<file path="src/rtl/lcm_pkg.sv">
package lcm_pkg;

    localparam int CRC_W  = 4;
    localparam logic [CRC_W-1:0] CRC_POLY = 4'h3;
    localparam int CNT_W  = 16;
    localparam int BYTE_W = 8;

    typedef enum logic {
        RD_LO = 1'b0,
        RD_HI = 1'b1
    } rd_sel_e;

    // One serial CRC step, data bit fed in at the top of the register
    function automatic logic [CRC_W-1:0] crc_step(input logic [CRC_W-1:0] c, input logic b);
        logic fb;
        fb = c[CRC_W-1] ^ b;
        return {c[CRC_W-2:0], 1'b0} ^ (fb ? CRC_POLY : '0);
    endfunction

endpackage

</file>
<file path="src/rtl/lcm_crc4.sv">
module lcm_crc4
    import lcm_pkg::*;
#(
    parameter int PAYLOAD_W = 24
) (
    input  logic [PAYLOAD_W-1:0] data,
    output logic [CRC_W-1:0]     crc
);

    // chain[i] is the remainder after the i most significant payload bits
    logic [CRC_W-1:0] chain [0:PAYLOAD_W];

    assign chain[0] = '0;

    generate
        for (genvar i = 0; i < PAYLOAD_W; i++) begin : g_bit
            assign chain[i+1] = crc_step(chain[i], data[PAYLOAD_W-1-i]);
        end
    endgenerate

    assign crc = chain[PAYLOAD_W];

endmodule

</file>
<file path="src/rtl/lcm_err_counter.sv">
module lcm_err_counter
    import lcm_pkg::*;
(
    input  logic             clk,
    input  logic             rst_n,
    input  logic             locked,
    input  logic             clr,
    input  logic             hit,
    output logic [CNT_W-1:0] count
);

    localparam logic [CNT_W-1:0] CNT_MAX = '1;

    typedef struct packed {
        logic [CNT_W-1:0] count;
    } cnt_state_t;

    cnt_state_t cs_d, cs_q;

    always_comb begin
        cs_d = cs_q;
        if (!locked) begin
            cs_d.count = '0;
        end else begin
            if (clr) begin
                cs_d.count = '0;
            end
            if (hit && (cs_d.count != CNT_MAX)) begin
                cs_d.count = cs_d.count + CNT_W'(1);
            end
        end
    end

    always_ff @(posedge clk or negedge rst_n) begin
        if (!rst_n) begin
            cs_q <= '0;
        end else begin
            cs_q <= cs_d;
        end
    end

    assign count = cs_q.count;

    AST_COUNT_STEP: assert property (@(posedge clk) disable iff (!rst_n)
        (locked && !clr && hit && (count != CNT_MAX)) |=> (count == $past(count) + CNT_W'(1)));

    AST_NO_OVERFLOW: assert property (@(posedge clk) disable iff (!rst_n)
        (locked && !clr && (count == CNT_MAX)) |=> (count == CNT_MAX));

    AST_COUNT_HOLD: assert property (@(posedge clk) disable iff (!rst_n)
        (locked && !clr && !hit) |=> $stable(count));

    AST_UNLOCK_ZERO: assert property (@(posedge clk) disable iff (!rst_n)
        !locked |=> (count == '0));

endmodule

</file>
<file path="src/rtl/lcm_byte_read.sv">
module lcm_byte_read
    import lcm_pkg::*;
(
    input  logic              clk,
    input  logic              rst_n,
    input  logic              locked,
    input  logic              rd_en,
    input  rd_sel_e           rd_sel,
    input  logic [CNT_W-1:0]  count,
    output logic [BYTE_W-1:0] rd_data
);

    typedef struct packed {
        logic [BYTE_W-1:0] rd_data;
        logic [BYTE_W-1:0] shadow;
    } rd_state_t;

    rd_state_t rs_d, rs_q;

    always_comb begin
        rs_d = rs_q;
        if (rd_en) begin
            if (rd_sel == RD_LO) begin
                rs_d.rd_data = count[BYTE_W-1:0];
                rs_d.shadow  = count[CNT_W-1:BYTE_W];
            end else begin
                rs_d.rd_data = rs_q.shadow;
            end
        end
        if (!locked) begin
            rs_d.shadow = '0;
        end
    end

    always_ff @(posedge clk or negedge rst_n) begin
        if (!rst_n) begin
            rs_q <= '0;
        end else begin
            rs_q <= rs_d;
        end
    end

    assign rd_data = rs_q.rd_data;

    AST_LO_READ: assert property (@(posedge clk) disable iff (!rst_n)
        (rd_en && rd_sel == RD_LO) |=> (rd_data == $past(count[BYTE_W-1:0])));

    AST_RD_HOLD: assert property (@(posedge clk) disable iff (!rst_n)
        !rd_en |=> $stable(rd_data));

    AST_SHADOW_LATCH: assert property (@(posedge clk) disable iff (!rst_n)
        (locked && rd_en && rd_sel == RD_LO) |=> (rs_q.shadow == $past(count[CNT_W-1:BYTE_W])));

endmodule

</file>
<file path="src/rtl/link_crc_monitor.sv">
module link_crc_monitor
    import lcm_pkg::*;
#(
    parameter int PAYLOAD_W = 24
) (
    input  logic                 clk,
    input  logic                 rst_n,
    input  logic                 pll_locked,
    input  logic                 sym_valid,
    input  logic [PAYLOAD_W-1:0] sym_payload,
    input  logic [CRC_W-1:0]     sym_crc,
    input  logic                 clr_err,
    input  logic                 rd_en,
    input  logic                 rd_addr,
    output logic [BYTE_W-1:0]    rd_data,
    output logic                 link_good
);

    logic [CRC_W-1:0] crc_calc;
    logic             crc_bad;
    logic [CNT_W-1:0] err_count;

    lcm_crc4 #(.PAYLOAD_W(PAYLOAD_W)) u_crc (
        .data (sym_payload),
        .crc  (crc_calc)
    );

    assign crc_bad = sym_valid && (crc_calc != sym_crc);

    typedef struct packed {
        logic good;
    } stat_state_t;

    stat_state_t st_d, st_q;

    always_comb begin
        st_d = st_q;
        if (!pll_locked) begin
            st_d.good = 1'b1;
        end else begin
            if (clr_err) begin
                st_d.good = 1'b1;
            end
            if (crc_bad) begin
                st_d.good = 1'b0;
            end
        end
    end

    always_ff @(posedge clk or negedge rst_n) begin
        if (!rst_n) begin
            st_q <= '{good: 1'b1};
        end else begin
            st_q <= st_d;
        end
    end

    assign link_good = st_q.good;

    lcm_err_counter u_cnt (
        .clk    (clk),
        .rst_n  (rst_n),
        .locked (pll_locked),
        .clr    (clr_err),
        .hit    (crc_bad),
        .count  (err_count)
    );

    lcm_byte_read u_rd (
        .clk     (clk),
        .rst_n   (rst_n),
        .locked  (pll_locked),
        .rd_en   (rd_en),
        .rd_sel  (rd_sel_e'(rd_addr)),
        .count   (err_count),
        .rd_data (rd_data)
    );

    AST_MISMATCH_LOW: assert property (@(posedge clk) disable iff (!rst_n)
        (pll_locked && crc_bad) |=> !link_good);

    AST_STICKY_LOW: assert property (@(posedge clk) disable iff (!rst_n)
        (pll_locked && !clr_err && !link_good) |=> !link_good);

    AST_MATCH_KEEP: assert property (@(posedge clk) disable iff (!rst_n)
        (pll_locked && !clr_err && !crc_bad) |=> $stable(link_good));

    AST_CLEAR_GOOD: assert property (@(posedge clk) disable iff (!rst_n)
        (pll_locked && clr_err && !crc_bad) |=> link_good);

    AST_UNLOCK_GOOD: assert property (@(posedge clk) disable iff (!rst_n)
        !pll_locked |=> link_good);

endmodule

</file>
<file path="config.mk">
export PLATFORM = sky130hd
export DESIGN_NAME = link_crc_monitor
export DESIGN_NICKNAME = d
export VERILOG_FILES = /design/src/rtl/lcm_pkg.sv /design/src/rtl/lcm_crc4.sv /design/src/rtl/lcm_err_counter.sv /design/src/rtl/lcm_byte_read.sv /design/src/rtl/link_crc_monitor.sv
export SDC_FILE = /design/constraint.sdc
export NUM_CORES = 1
export LEC_CHECK = 0
export BUFFER_PORTS_ARGS = -buffer_cell sky130_fd_sc_hd__buf_4
export CAP_MARGIN = 30
export CORE_ASPECT_RATIO = 0.7
export CORE_MARGIN = 2
export CORE_UTILIZATION = 41
export DETAILED_ROUTE_END_ITERATION = 16
export GPL_ROUTABILITY_DRIVEN = 0
export MAX_ROUTING_LAYER = met4
export PLACE_DENSITY = 0.69
export SLEW_MARGIN = 20
export SYNTH_ARGS = -nofsm -noshare
export SYNTH_HDL_FRONTEND = slang
export SYNTH_SLANG_ARGS = --single-unit
</file>
<file path="constraint.sdc">
create_clock -name clk -period 6.7 [get_ports clk]
set_input_delay 0.67 -clock clk [delete_from_list [all_inputs] [get_ports clk]]
set_output_delay 0.67 -clock clk [all_outputs]
set_load 0.03 [all_outputs]
</file>
==> impl_metrics.py <==
metrics = {
    "run_status": {
        "status": "finished, final reports clean",
    },
    "routing": {
        "drt_iter0_drc": 126,
        "drt_first_pass_iters": 4,
        "vias_per_cell": 5.24,
        "vias": 1767,
        "antenna_left": 0,
        "wire_per_inst_um": 14.4,
        "route.detailed.drc": 0,
        "drt-total-wl_mm": 4.86,
    },
    "sta": {
        "max_freq_ghz": 0.302,
        "worst_pin_slew_ps": 838,
        "slew_viol_final": 0,
        "finalHoldViolCount": 0,
        "setup_viol": 0,
        "finClkSkew_ps": 3.42,
        "rsz0062_at_grt": "no",
        "period_share_pct": 49.5,
        "max-slew-margin-rel_pct": 44.1,
        "period_needed_ps": 3310,
        "setup_tns_ps": 0,
    },
    "worst_setup_path": {
        "cp-end-kind": "flop",
        "slowest_delay_ps": 710,
        "start_kind": "input pin",
        "path_class": "input pin to flop",
        "cp_slowest_cell": "and2_1",
        "path_common_cell": "xnor3_2",
        "cp.required_ps": 6870,
        "cp_cell_sequence": "buf_4 > xnor3_2 > xnor3_2 > xnor3_1 > or2_0 > mux2i_1 > and2_1 > nor3_1 > o221a_2",
        "critical_path.max_fanout": 28,
        "cp.arrival_ps": 3480,
    },
    "clocking": {
        "cts_hold_buffers": 0,
        "htree_levels": 2,
        "numCtsBuffers": 5,
        "clockRootBuffer": "clkbuf_8",
        "clock-sinks": 33,
        "cts_tree": "yes",
        "clk_transition_reported_paths_ps": 70,
        "post_cts_resized": 0,
        "postCtsSetupBuffers": 0,
        "cts_buffer_depth": 2,
        "worstSkewPairLatency_ps": 280,
    },
    "logic_synthesis": {
        "ys_seq_elements": 33,
        "syn_nets": 270,
        "yosysUniqueCellTypes": 43,
        "syn_area_per_cell_sq_um": 9.42,
        "syn_area_sq_um": 2200,
        "synthArstFlopShare_pct": 100,
        "yosysWarnings": 0,
        "ys_dominant_reg_cell": "dfrtp_1",
        "synth_edf_count": 0,
        "seq_area_frac_synth_pct": 37.5,
        "syn_inst": 234,
    },
    "placed_design": {
        "hpwl_mm": 3.61,
        "placed_area_sq_um": 2500,
        "place.port_buffers": 43,
    },
    "min_path": {
        "min_path_type": "input pin to asynchronous set/reset pin",
    },
    "cells_and_area": {
        "final_area_sq_um": 2590,
        "mostFrequentLayoutCells": "43 x buf_4, 32 x dfrtp_1, 30 x nand2_1",
        "area_growth_pct": 17.5,
        "n_antenna_cell": 0,
        "drive_gt1_share_pct": 21.1,
        "final_common_cell": "buf_4",
        "fin_nets": 301,
    },
    "power_and_ir_drop": {
        "p_leak_uw": 0.00115,
        "power_per_cell_area_nw_per_um2": 208,
        "ir_drop_v": 0.000107,
    },
    "global_route": {
        "antenna_found_initial": 0,
        "grt_use_total_pct": 18.3,
        "grt_pass1_vias": 1677,
        "grt_max_degree": 34,
        "grt_pass1_wl_mm": 8.40,
        "grt.overflow.total": 0,
    },
    "die": {
        "rows": 22,
        "core_sq_um": 5200,
        "dieArea_sq_um": 5990,
        "die_y_um": 65.4,
        "die_width_um": 91.6,
        "io_pins": 44,
        "start_util_pct": 42.4,
    },
    "run": {
        "max_cap_viol_count": 0,
    },
}
## cell type report
type,instances,area (sq um)
Tap cell,72,90.1
Sequential cell,33,827
Fill cell,493,2610
Inverter,3,11.3
Timing Repair Buffer,43,323
Clock buffer,7,86.3
Multi-Input combinational cell,179,1250
## cell families after synthesis
family                     count (synthesis)  share of synthesized area, %
muxes                                     12                          5.45
buffers and inverters                     22                          5.67
DFF                                       33                          37.5
xor gates and xnor gates                  32                          17.5
AOI/OAI and AO/OA                         44                          12.3
adders and majority gates                  1                         0.567
and+or+nand+nor                           90                          20.9
## per-stage QoR
stage	utilization (%)	std cells	hold slack [ps]	power [uW]	setup slack [ps]
after floorplan	-	234	374	360	3720
after global placement	48.1	330	506	390	3210
after detailed placement	48.1	330	515	392	3150
after CTS	49.8	337	340	542	3430
after global routing	49.8	337	357	570	3240
final	49.8	337	324	538	3390
## registers in the layout (all words and copies together), names as in the netlist
register      cells
u_cnt.count      16
u_rd.rd_data      8
u_rd.rs_q         8
link_good         1
## power by group
part | internal [uW] | leakage, uW | switching [uW]
clock | 81.4 | 0.0000443 | 67.4
sequential | 206 | 0.000445 | 3.36
combinational | 87.4 | 0.000660 | 92.7
## critical path, delay by kind of cell
family	cells	cell delay [ps]
multiplexers	1	170
AO/OA/AOI/OAI	1	280
AND/OR/NAND/NOR	3	1050
XOR/XNOR	3	1210
buffers and inverters	1	90
## Yosys cell counts (2+ instances only)
cell type	count	area (sq um)
xnor3_2	2	47.6
nand2b_1	3	18.8
xnor2_1	20	175
mux2i_1	12	120
o311ai_0	2	17.5
a21oi_1	24	120
and2_1	2	12.5
xnor3_1	5	113
xor2_1	4	35.0
or4_1	3	22.5
nand3_1	6	30.0
nor3_1	2	10.0
o31ai_1	5	37.5
or3_1	6	37.5
inv_1	2	7.51
a21o_1	2	15.0
and3_1	6	37.5
o21ai_0	4	20.0
dfrtp_1	32	801
nor2b_1	8	50.1
nor2_1	11	41.3
buf_4	9	67.6
clkbuf_1	8	30.0
o41ai_1	2	17.5
nand4_1	6	37.5
nand2_1	30	113
nor3b_1	2	15.0
## final timing paths
path	endpoint	cells past startpoint	slack, ps	from
worst max-delay path	u_cnt.count[12]	9	3390	sym_payload[22]
min in group clk	u_rd.rs_q[6]	2	520	u_rd.rs_q[6]
worst min register to register	u_rd.rs_q[6]	2	520	u_rd.rs_q[6]
worst min-delay path	u_cnt.count[6]	1	320	rst_n
max in group asynchronous	link_good	1	6040	rst_n
worst max register to register	u_cnt.count[3]	8	4280	u_cnt.count[4]
## routing by layer
metal | wire length [um] | up-vias | track usage, %
li1 | - | 879 | -
met1 | 2530 | 833 | 27.5
met2 | 2020 | 51 | 25.2
met3 | 282 | 4 | 4.01
met4 | 32 | 0 | 3.98
met5 | 0 | - | -
Note: power is estimated with default switching activity, not from simulation.
